[src/rtl/excSwapPkg.sv]
package excSwapPkg;
  localparam int DATA_W    = 16;
  localparam int NUM_CONST = 8;
  localparam int IDX_W     = $clog2(NUM_CONST);

  typedef struct packed {
    logic             drvConst;
    logic             drvPsw;
    logic             drvPc;
    logic             drvMem;
    logic             ldMar;
    logic             ldPsw;
    logic             ldPc;
    logic             memRd;
    logic             memWr;
    logic             lockExt;
    logic [IDX_W-1:0] constIdx;
  } swapCtl_t;
endpackage

[src/rtl/swapCtrl.sv]
module swapCtrl
  import excSwapPkg::*;
#(
  parameter int PRIV_BIT = 2
) (
  input  logic        clk,
  input  logic        rstN,
  input  logic        atBoundary,
  input  logic        progCheckReq,
  input  logic        timeoutFlag,
  input  logic        privIn,
  output swapCtl_t    ctl,
  output logic        busy,
  output logic        done,
  output logic        svcTimer
);
  localparam int STEP_W = 3;

  typedef enum logic {ST_IDLE, ST_RUN} state_t;
  state_t            state;
  logic [STEP_W-1:0] step;
  logic              causeTmr;
  logic              doneQ;
  logic              tmrOk;
  logic              startNow;

  assign tmrOk    = timeoutFlag && !privIn;
  assign startNow = (state == ST_IDLE) && atBoundary && (progCheckReq || tmrOk);

  always_ff @(posedge clk) begin
    if (!rstN) begin
      state    <= ST_IDLE;
      step     <= '0;
      causeTmr <= 1'b0;
      doneQ    <= 1'b0;
    end else begin
      doneQ <= 1'b0;
      if (startNow) begin
        state    <= ST_RUN;
        step     <= '0;
        causeTmr <= !progCheckReq;
      end else if (state == ST_RUN) begin
        if (step == STEP_W'(7)) begin
          state <= ST_IDLE;
          doneQ <= 1'b1;
        end else begin
          step <= step + 1'b1;
        end
      end
    end
  end

  always_comb begin
    ctl = '0;
    if (state == ST_RUN) begin
      ctl.lockExt  = 1'b1;
      ctl.constIdx = {causeTmr, step[2:1]};
      if (!step[0]) begin
        ctl.drvConst = 1'b1;
        ctl.ldMar    = 1'b1;
      end else begin
        unique case (step[2:1])
          2'd0: begin ctl.drvPsw = 1'b1; ctl.memWr = 1'b1; end
          2'd1: begin ctl.drvPc  = 1'b1; ctl.memWr = 1'b1; end
          2'd2: begin ctl.drvMem = 1'b1; ctl.memRd = 1'b1; ctl.ldPsw = 1'b1; end
          default: begin ctl.drvMem = 1'b1; ctl.memRd = 1'b1; ctl.ldPc = 1'b1; end
        endcase
      end
    end
  end

  assign busy     = (state == ST_RUN);
  assign done     = doneQ;
  assign svcTimer = causeTmr;

  AST_START_AT_BOUNDARY: assert property (@(posedge clk) disable iff (!rstN)
    $rose(busy) |-> $past(atBoundary));
  AST_TMR_MASKED: assert property (@(posedge clk) disable iff (!rstN)
    ($rose(busy) && svcTimer) |-> !$past(privIn));
  AST_PCHK_FIRST: assert property (@(posedge clk) disable iff (!rstN)
    ($rose(busy) && $past(progCheckReq)) |-> !svcTimer);
  AST_DONE_PULSE: assert property (@(posedge clk) disable iff (!rstN)
    done |=> !done);
  AST_DONE_IDLE: assert property (@(posedge clk) disable iff (!rstN)
    done |-> !busy);
  AST_STROBE_AFTER_ADDR: assert property (@(posedge clk) disable iff (!rstN)
    (ctl.memRd || ctl.memWr) |-> $past(ctl.ldMar));
endmodule

[src/rtl/swapDp.sv]
module swapDp
  import excSwapPkg::*;
#(
  parameter int               WORD_BYTES = 2,
  parameter logic [DATA_W-1:0] RESET_PSW = 16'h0004
) (
  input  logic              clk,
  input  logic              rstN,
  input  swapCtl_t          ctl,
  input  logic              extLoad,
  input  logic [DATA_W-1:0] extPsw,
  input  logic [DATA_W-1:0] extPc,
  input  logic [DATA_W-1:0] memRdData,
  output logic [DATA_W-1:0] memAddr,
  output logic [DATA_W-1:0] memWrData,
  output logic [DATA_W-1:0] psw,
  output logic [DATA_W-1:0] pc
);
  logic [DATA_W-1:0] constTbl [NUM_CONST];
  logic [DATA_W-1:0] bus;
  logic [DATA_W-1:0] mar;
  logic              extOk;

  for (genvar i = 0; i < NUM_CONST; i++) begin : g_const
    assign constTbl[i] = DATA_W'(i * WORD_BYTES);
  end

  always_comb begin
    bus = '0;
    if (ctl.drvConst) bus = constTbl[ctl.constIdx];
    if (ctl.drvPsw)   bus = psw;
    if (ctl.drvPc)    bus = pc;
    if (ctl.drvMem)   bus = memRdData;
  end

  assign extOk = extLoad && !ctl.lockExt;

  always_ff @(posedge clk) begin
    if (!rstN) begin
      mar <= '0;
      psw <= RESET_PSW;
      pc  <= '0;
    end else begin
      if (ctl.ldMar) mar <= bus;
      if (ctl.ldPsw)  psw <= bus;
      else if (extOk) psw <= extPsw;
      if (ctl.ldPc)   pc  <= bus;
      else if (extOk) pc  <= extPc;
    end
  end

  assign memAddr   = mar;
  assign memWrData = bus;

  AST_ONE_DRIVER: assert property (@(posedge clk) disable iff (!rstN)
    $onehot0({ctl.drvConst, ctl.drvPsw, ctl.drvPc, ctl.drvMem}));
  AST_ONE_STROBE: assert property (@(posedge clk) disable iff (!rstN)
    !(ctl.memRd && ctl.memWr));
  AST_EVEN_ADDR: assert property (@(posedge clk) disable iff (!rstN)
    (ctl.memRd || ctl.memWr) |-> !memAddr[0]);
  AST_PSW_LOCKED: assert property (@(posedge clk) disable iff (!rstN)
    (ctl.lockExt && !ctl.ldPsw) |=> $stable(psw));
  AST_PC_LOCKED: assert property (@(posedge clk) disable iff (!rstN)
    (ctl.lockExt && !ctl.ldPc) |=> $stable(pc));
endmodule

[src/rtl/excSwapSeq.sv]
module excSwapSeq
  import excSwapPkg::*;
#(
  parameter int PRIV_BIT = 2
) (
  input  logic        clk,
  input  logic        rstN,
  input  logic        atBoundary,
  input  logic        progCheckReq,
  input  logic        timeoutFlag,
  input  logic        extLoad,
  input  logic [15:0] extPsw,
  input  logic [15:0] extPc,
  input  logic [15:0] memRdData,
  output logic [15:0] memAddr,
  output logic [15:0] memWrData,
  output logic        memRd,
  output logic        memWr,
  output logic [15:0] psw,
  output logic [15:0] pc,
  output logic        busy,
  output logic        done,
  output logic        svcTimer
);
  swapCtl_t ctl;

  swapCtrl #(.PRIV_BIT(PRIV_BIT)) uCtrl (
    .clk(clk), .rstN(rstN), .atBoundary(atBoundary),
    .progCheckReq(progCheckReq), .timeoutFlag(timeoutFlag),
    .privIn(psw[PRIV_BIT]), .ctl(ctl), .busy(busy), .done(done),
    .svcTimer(svcTimer)
  );

  swapDp uDp (
    .clk(clk), .rstN(rstN), .ctl(ctl), .extLoad(extLoad),
    .extPsw(extPsw), .extPc(extPc), .memRdData(memRdData),
    .memAddr(memAddr), .memWrData(memWrData), .psw(psw), .pc(pc)
  );

  assign memRd = ctl.memRd;
  assign memWr = ctl.memWr;
endmodule

[config.mk]
export PLATFORM = sky130hd
export DESIGN_NAME = excSwapSeq
export DESIGN_NICKNAME = d
export VERILOG_FILES = /design/src/rtl/excSwapPkg.sv /design/src/rtl/swapCtrl.sv /design/src/rtl/swapDp.sv /design/src/rtl/excSwapSeq.sv
export SDC_FILE = /design/constraint.sdc
export NUM_CORES = 1
export LEC_CHECK = 0
export BUFFER_PORTS_ARGS = -buffer_cell sky130_fd_sc_hd__buf_2
export CAP_MARGIN = 20
export CORE_MARGIN = 2
export CORE_UTILIZATION = 52
export DETAILED_ROUTE_END_ITERATION = 12
export GPL_TIMING_DRIVEN = 0
export PLACE_DENSITY_LB_ADDON = 0.15
export RECOVER_POWER = 50
export SLEW_MARGIN = 20
export SYNTH_ARGS = -nofsm -noshare
export SYNTH_HDL_FRONTEND = slang
export SYNTH_HIERARCHICAL = 1
export SYNTH_SLANG_ARGS = --single-unit
[constraint.sdc]
create_clock -name clk -period 3.9 [get_ports clk]
set_input_delay 0.585 -clock clk [delete_from_list [all_inputs] [get_ports clk]]
set_output_delay 0.585 -clock clk [all_outputs]
set_load 0.02 [all_outputs]
==> results of run 1 <==
-- worst min-delay path by stage --
stage                                             from  slack, ns                      endpoint
after CTS                                 progCheckReq       0.47   uCtrl/svcTimer$_SDFFE_PN0P_
after global placement    uDp/memAddr[11]$_SDFFE_PN0P_       0.46  uDp/memAddr[11]$_SDFFE_PN0P_
after global routing                      progCheckReq       0.48   uCtrl/svcTimer$_SDFFE_PN0P_
after detailed placement  uDp/memAddr[11]$_SDFFE_PN0P_       0.47  uDp/memAddr[11]$_SDFFE_PN0P_
after floorplan             uCtrl/step[2]$_SDFFE_PP0P_       0.53    uCtrl/step[2]$_SDFFE_PP0P_
final                                     progCheckReq       0.47   uCtrl/svcTimer$_SDFFE_PN0P_
-- routing by layer --
layer	vias up	track usage	share of wire
met5	-	0	0
li1	1490	-	-
met1	1458	0.374	0.41
met4	0	0.0914	0.024
met2	170	0.469	0.47
met3	25	0.0511	0.091
-- worst reg2reg max path: cells and delay by family (launching register included) --
kind	cells	cell delay, ns
AND/OR/NAND/NOR	3	0.48
AO/OA/AOI/OAI	3	0.66
buffers and inverters	1	0.40
flip-flops	1	0.50
-- cell families (layout without fill, tap and decap cells) --
kind of cell	count (synthesis)	in the layout
buf+inv	66	196
fa+ha+maj	2	2
compound gates	116	116
flops	54	54
mux	2	2
simple gates	93	93
xor+xnor	1	1
-- cell usage after synthesis, drive strengths merged --
cell type	count	area [sq um]
and2	5	31.3
a22o	13	114
nor2b	7	46.3
nor3	2	10.0
and2b	1	7.51
nand2	2	7.51
o22a	1	8.76
o21ai	17	85.1
and3b	32	280
nand2b	2	12.5
nor2	5	18.8
a21oi	14	70.1
clkbuf	19	71.3
inv	31	116
dfxtp	54	1080
and3	2	12.5
xnor2	1	8.76
a211oi	66	495
nand3b	32	240
ha	2	25.0
buf	16	104
a31oi	1	6.26
mux2i	2	20.0
a2111oi	1	8.76
nor3b	3	22.5
a211o	3	26.3
-- per-stage QoR --
step / setup slack (ns) / util / cells
global placement: 1.34 / 0.663 / 528
finish: 0.991 / 0.666 / 536
detailed placement: 1.33 / 0.663 / 528
CTS: 0.984 / 0.680 / 536
floorplan: 1.42 / - / 334
global route: 0.747 / 0.666 / 536
-- sequential cells by signal (all words and copies together) (netlist names) --
| register | cells |
|---|---|
| uDp/pc | 16 |
| uCtrl/step | 3 |
| uCtrl/svcTimer | 1 |
| uCtrl/busy | 1 |
| uDp/memAddr | 16 |
| uCtrl/done | 1 |
| uDp/psw | 16 |
-- cell type report --
cell class	count	area [sq um]
clock buffers	7	86.3
plain buffers	35	166
repair buffers	122	544
clock inverters	1	5.00
multi-input cells	214	1560
well taps	72	90.1
inverters	31	116
flip-flops and latches	54	1080
fillers	516	1830
-- power breakdown --
| group | internal (W) | leakage (nW) | total, W | switching, W |
|---|---|---|---|---|
| clock | 0.000144 | 0.0482 | 0.000327 | 0.000183 |
| combinational | 0.0000837 | 1.23 | 0.000202 | 0.000119 |
| sequential | 0.000575 | 0.441 | 0.000598 | 0.0000228 |
==> impl_metrics.ini, run 1 <==
[floorplanning]
fp.coreArea_sq_mm = 0.00547
start_util = 0.535
die-area_sq_mm = 0.00625
die_w_microns = 79.1
row_count = 27
die_h_microns = 79.1
ioPinCount = 123

[layout]
drive_gt1_frac = 0.192
fin_area_sq_mm = 0.00364
final_nets = 519
area_growth_pct = 24.4
layout_common_cells = 76 x clkbuf_1, 76 x buf_2, 66 x a211oi_1, 54 x dfxtp_1
diodes = 0

[synth]
yosysUniqueCellTypes = 30
synth_compound_area_frac = 0.278
seq_area_frac_synth = 0.369
syn_area_sq_mm = 0.00293
synth_top_family_by_area = compound AO/OA/AOI/OAI gates
syn_inst = 334
synth-xor-area-share = 0.00299
syn_area_per_cell_sq_um = 8.77
ys_warn_count = 6
ys_seq_elements = 54
synth_fa_ha_area_frac = 0.00854
syn-num-nets = 390
synth.mux.area_fraction = 0.00683
synth-simple-area-share = 0.235

[grt]
grt_overflow_total = 0
grt_first_pass_wirelength_microns = 13700
first_global_vias = 2770
grt_max_degree = 16
antenna_found_initial = 0
track_usage = 0.283

[clock_network]
clock_latency_ns = 0.31
cts_setup_buffers = 0
cts_buffer_depth = 2
numClockSinks = 54
cts.repair.resized = 0
ctsRootBufferMaster = clkbuf_8
htree_levels = 2
clkTransAtPathRegs_ns = 0.09
numCtsBuffers = 5
cts_tree = done
hold_buffers = 0

[drt]
vias = 3143
wl_per_cell_microns = 17.2
drt_iter0_markers = 300
drt_wl_total_microns = 9240
ant_nets = 0
vias_per_cell = 5.86
drc_errors = 0
first_pass_iters = 7

[setup_path]
crit_required_ns = 3.31
ff2ff_path_depth = 7
r2r_end = uDp/pc[14]$_SDFFE_PN0P_
criticalPathCategory = reg -> out
cp.arrival_ns = 2.32
end_kind = primary output
critical_path_depth = 8
r2r_slack_ns = 1.79
crit_family = simple AND/OR/NAND/NOR gates
critPathMaxStageDelay_ns = 0.50
path_buf_inv = 3
critPathCapture = memWrData[4]
worstReg2RegStart = uCtrl/busy$_SDFF_PN0_
cp-start-kind = flop
crit_fanout = 11
cp_cell_sequence = nand2_1 -> nor2_1 -> and2_1 -> clkbuf_1 -> nand3b_1 -> a22o_1 -> inv_1 -> buf_2
cp-startpoint = uCtrl/busy$_SDFF_PN0_
crit_slowest_cell = dfxtp_1

[sta]
period_minus_slack_ns = 2.91
rsz0062_at_grt = false
finalCritPeriodShare = 0.746
slew_violations = 0
hold_slack_ns = 0.475
finalSetupTns_ns = 0
hold_viol = 0
slew_headroom = 0.603
fmax_mhz = 344
fin_worst_skew_ns = 0.00760
tightest_slew_ns = 0.595
setup_viol = 0

[power]
ir_drop_uv = 142
finalPower_w = 0.00113
p_leak_nw = 1.72
powerDensity_mw_per_mm2 = 309

[worst_hold_path]
worstHoldPathCells = 2
hp-class = in -> reg

[place]
globalplace.congestion = 0.851
port_buffers = 122
dp_hpwl_microns = 6780
dpl_cell_area_sq_mm = 0.00363

[flow_run]
drv_cap = 0

[outcome]
status = complete, no violations
Note: power is estimated with default switching activity, not from simulation.
==> run 2: changes to the inputs <==
--- a/config.mk
+++ b/config.mk
@@ -5,10 +5,11 @@
 export SDC_FILE = /design/constraint.sdc
 export NUM_CORES = 1
 export LEC_CHECK = 0
+export ABC_AREA = 1
 export BUFFER_PORTS_ARGS = -buffer_cell sky130_fd_sc_hd__buf_2
 export CAP_MARGIN = 20
 export CORE_MARGIN = 2
-export CORE_UTILIZATION = 52
+export CORE_UTILIZATION = 49
 export DETAILED_ROUTE_END_ITERATION = 12
 export GPL_TIMING_DRIVEN = 0
 export PLACE_DENSITY_LB_ADDON = 0.15
==> constraint.sdc (replaced) <==
create_clock -name clk -period 2.9 [get_ports clk]
set_input_delay 0.435 -clock clk [delete_from_list [all_inputs] [get_ports clk]]
set_output_delay 0.435 -clock clk [all_outputs]
set_load 0.02 [all_outputs]
==> run 2 against run 1 <==
Effect of this change:
- non-clock buffer count is 4 lower
- sequential cell count stayed put
- worst setup slack worse by 0.76 ns
- largest power group unchanged
==> impl_metrics.ini, run 2 <==
[grt]
antenna_found_initial = 0
first_global_vias = 3183
grt_overflow_total = 0
grt_first_pass_wirelength_microns = 15400
track_usage = 0.264
grt_max_degree = 16

[power]
ir_drop_uv = 273
powerDensity_mw_per_mm2 = 411
p_leak_nw = 2.12
seq_power_share = 0.514
intPower_w = 0.00109
power.share.switching = 0.326
p_sw_w = 0.000528
p_clk_frac = 0.249
power_frac_comb = 0.237

[layout]
drive_gt1_frac = 0.218
layout_common_cells = 139 x nand2_1, 79 x buf_2, 78 x inv_1, 57 x clkbuf_1, 54 x dfxtp_1
stdcell_count = 701
fin_area_sq_mm = 0.00394
area_growth_pct = 22.3
diodes = 0
final_nets = 680
final_common_cell = nand2_1

[clock_network]
hold_buffers = 0
cts_setup_buffers = 0
ctsRootBufferMaster = clkbuf_8
numCtsBuffers = 5
htree_levels = 2
clock_latency_ns = 0.31
numClockSinks = 54
clkTransAtPathRegs_ns = 0.09
cts_tree = done
cts_buffer_depth = 2
cts.repair.resized = 0

[sta]
slew_violations = 0
hold_slack_ns = 0.328
fin_worst_skew_ns = 0.00523
tightest_slew_ns = 0.559
period_minus_slack_ns = 2.67
finalSetupTns_ns = 0
setup_viol = 0
fmax_mhz = 375
slew_headroom = 0.627
rsz0062_at_grt = false
finalCritPeriodShare = 0.920
hold_viol = 0

[synth]
synth_top_family_by_area = simple AND/OR/NAND/NOR gates
synthFlopType = dfxtp_1
syn_area_sq_mm = 0.00322
synth_top_area_cell = dfxtp_1
synth.mux.area_fraction = 0
ys_top_cells_by_count = 139 x nand2_1, 78 x inv_1, 54 x dfxtp_1
synth-simple-area-share = 0.275
syn_inst = 495
synth_fa_ha_area_frac = 0.00777
yosysUniqueCellTypes = 24
syn-num-nets = 551
yosysTopAreaCellShare = 0.336
ys_seq_elements = 54
synth_most_common_cell = nand2_1
synth-edff-count = 0
synth.area.top_cells = dfxtp_1 34%, nand2_1 16%, inv_1 9.1%, o211ai_1 6.1%, nor2_1 5.4%
seq_area_frac_synth = 0.336
syn_area_per_cell_sq_um = 6.50
synth-xor-area-share = 0
synth-async-reset-ratio = 0
synth_compound_area_frac = 0.214
ys_warn_count = 6

[drt]
ant_nets = 0
wl_per_cell_microns = 13.6
vias = 3519
wl_met3_microns = 803
drt_iter0_markers = 294
met2WireLength_microns = 4260
drc_errors = 0
top_layer_used = met4
first_pass_iters = 5
wl_met1_microns = 4320
drt_wl_total_microns = 9510
vias_per_cell = 5.02

[floorplanning]
fp.coreArea_sq_mm = 0.00635
start_util = 0.507
die_w_microns = 85.1
die-area_sq_mm = 0.00723
die_h_microns = 85.1
row_count = 29
ioPinCount = 123

[setup_path]
criticalPathCategory = reg -> out
crit_required_ns = 2.47
cp-start-kind = flop
cp.arrival_ns = 2.23
end_kind = primary output
crit_fanout = 10

[worst_hold_path]
hp-class = in -> reg

[place]
port_buffers = 122
dp_hpwl_microns = 7320
dpl_cell_area_sq_mm = 0.00393
dpl.cell_count = 694
globalplace.congestion = 0.869

[flow_run]
drv_cap = 0

[outcome]
status = complete, no violations
## run 2: cell count changes after synthesis, sizes merged, moves of 13 or more
cell,before,now
o21ai,17,31
nand2,2,143
a21oi,14,51
inv,31,86
nor2,5,49
a22o,13,0
nand3,0,21
a211oi,66,0
o211ai,0,26
and3b,32,0
clkbuf,19,4
nand3b,32,0
## run 2: path summary, 6_finish.rpt
check                                            startpoint                           to  slack, ns  cells after the start
worst min register to register  uCtrl/svcTimer$_SDFFE_PN0P_  uCtrl/svcTimer$_SDFFE_PN0P_       0.51                      2
worst max register to register        uCtrl/busy$_SDFF_PN0_     uDp/psw[13]$_SDFFE_PN0P_       0.90                      9
worst min-delay path                              extPsw[2]      uDp/psw[2]$_SDFFE_PN1P_       0.33                      3
worst max-delay path                  uCtrl/busy$_SDFF_PN0_                 memWrData[5]       0.23                     13
## run 2: cell type report
cell class / count / area, sq um
buffer: 31 / 211
clock buffer: 5 / 68.8
clock inverter: 2 / 10.0
fill: 634 / 2410
inverter: 86 / 328
multi-input combinational: 324 / 1600
sequential: 54 / 1080
tap: 77 / 96.3
timing repair buffer: 122 / 544
## run 2: metal layers
metal  vias up  global-route usage
met4         0              0.0620
met3        10              0.0525
met5         -                   0
met1      1573               0.371
met2       134               0.420
li1       1802                   -
## run 2: cell families after synthesis
logic type | after synthesis
AND/OR/NAND/NOR | 214
AO/OA/AOI/OAI | 108
adder cells (fa/ha/maj) | 2
flip-flops | 54
buffers and inverters | 117
## run 2: through the flow
stage / util / worst slack, ns / total power (W)
floorplan: - / 0.681 / 0.00110
global placement: 0.618 / 0.623 / 0.00123
detailed placement: 0.618 / 0.597 / 0.00124
CTS: 0.631 / 0.246 / 0.00164
global route: 0.620 / 0.0334 / 0.00170
finish: 0.620 / 0.233 / 0.00162
## run 2: power by group through the flow
stage / sequential (W) / clock [W] / combinational, W
floorplan: 0.000903 / 0 / 0.000197
global placement: 0.000846 / 0 / 0.000389
detailed placement: 0.000846 / 0 / 0.000396
CTS: 0.000829 / 0.000413 / 0.000398
global route: 0.000838 / 0.000440 / 0.000426
finish: 0.000831 / 0.000403 / 0.000384
## run 2: worst max-delay path, stage by stage (launching register included)
cell	delay (ns)
dfxtp_1	0.41
buf_6	0.17
nand2_1	0.07
inv_1	0.07
nand2_1	0.08
inv_1	0.08
buf_4	0.10
buf_2	0.23
buf_6	0.18
a21oi_1	0.05
nand2_1	0.10
o21ai_1	0.12
inv_1	0.09
buf_2	0.16
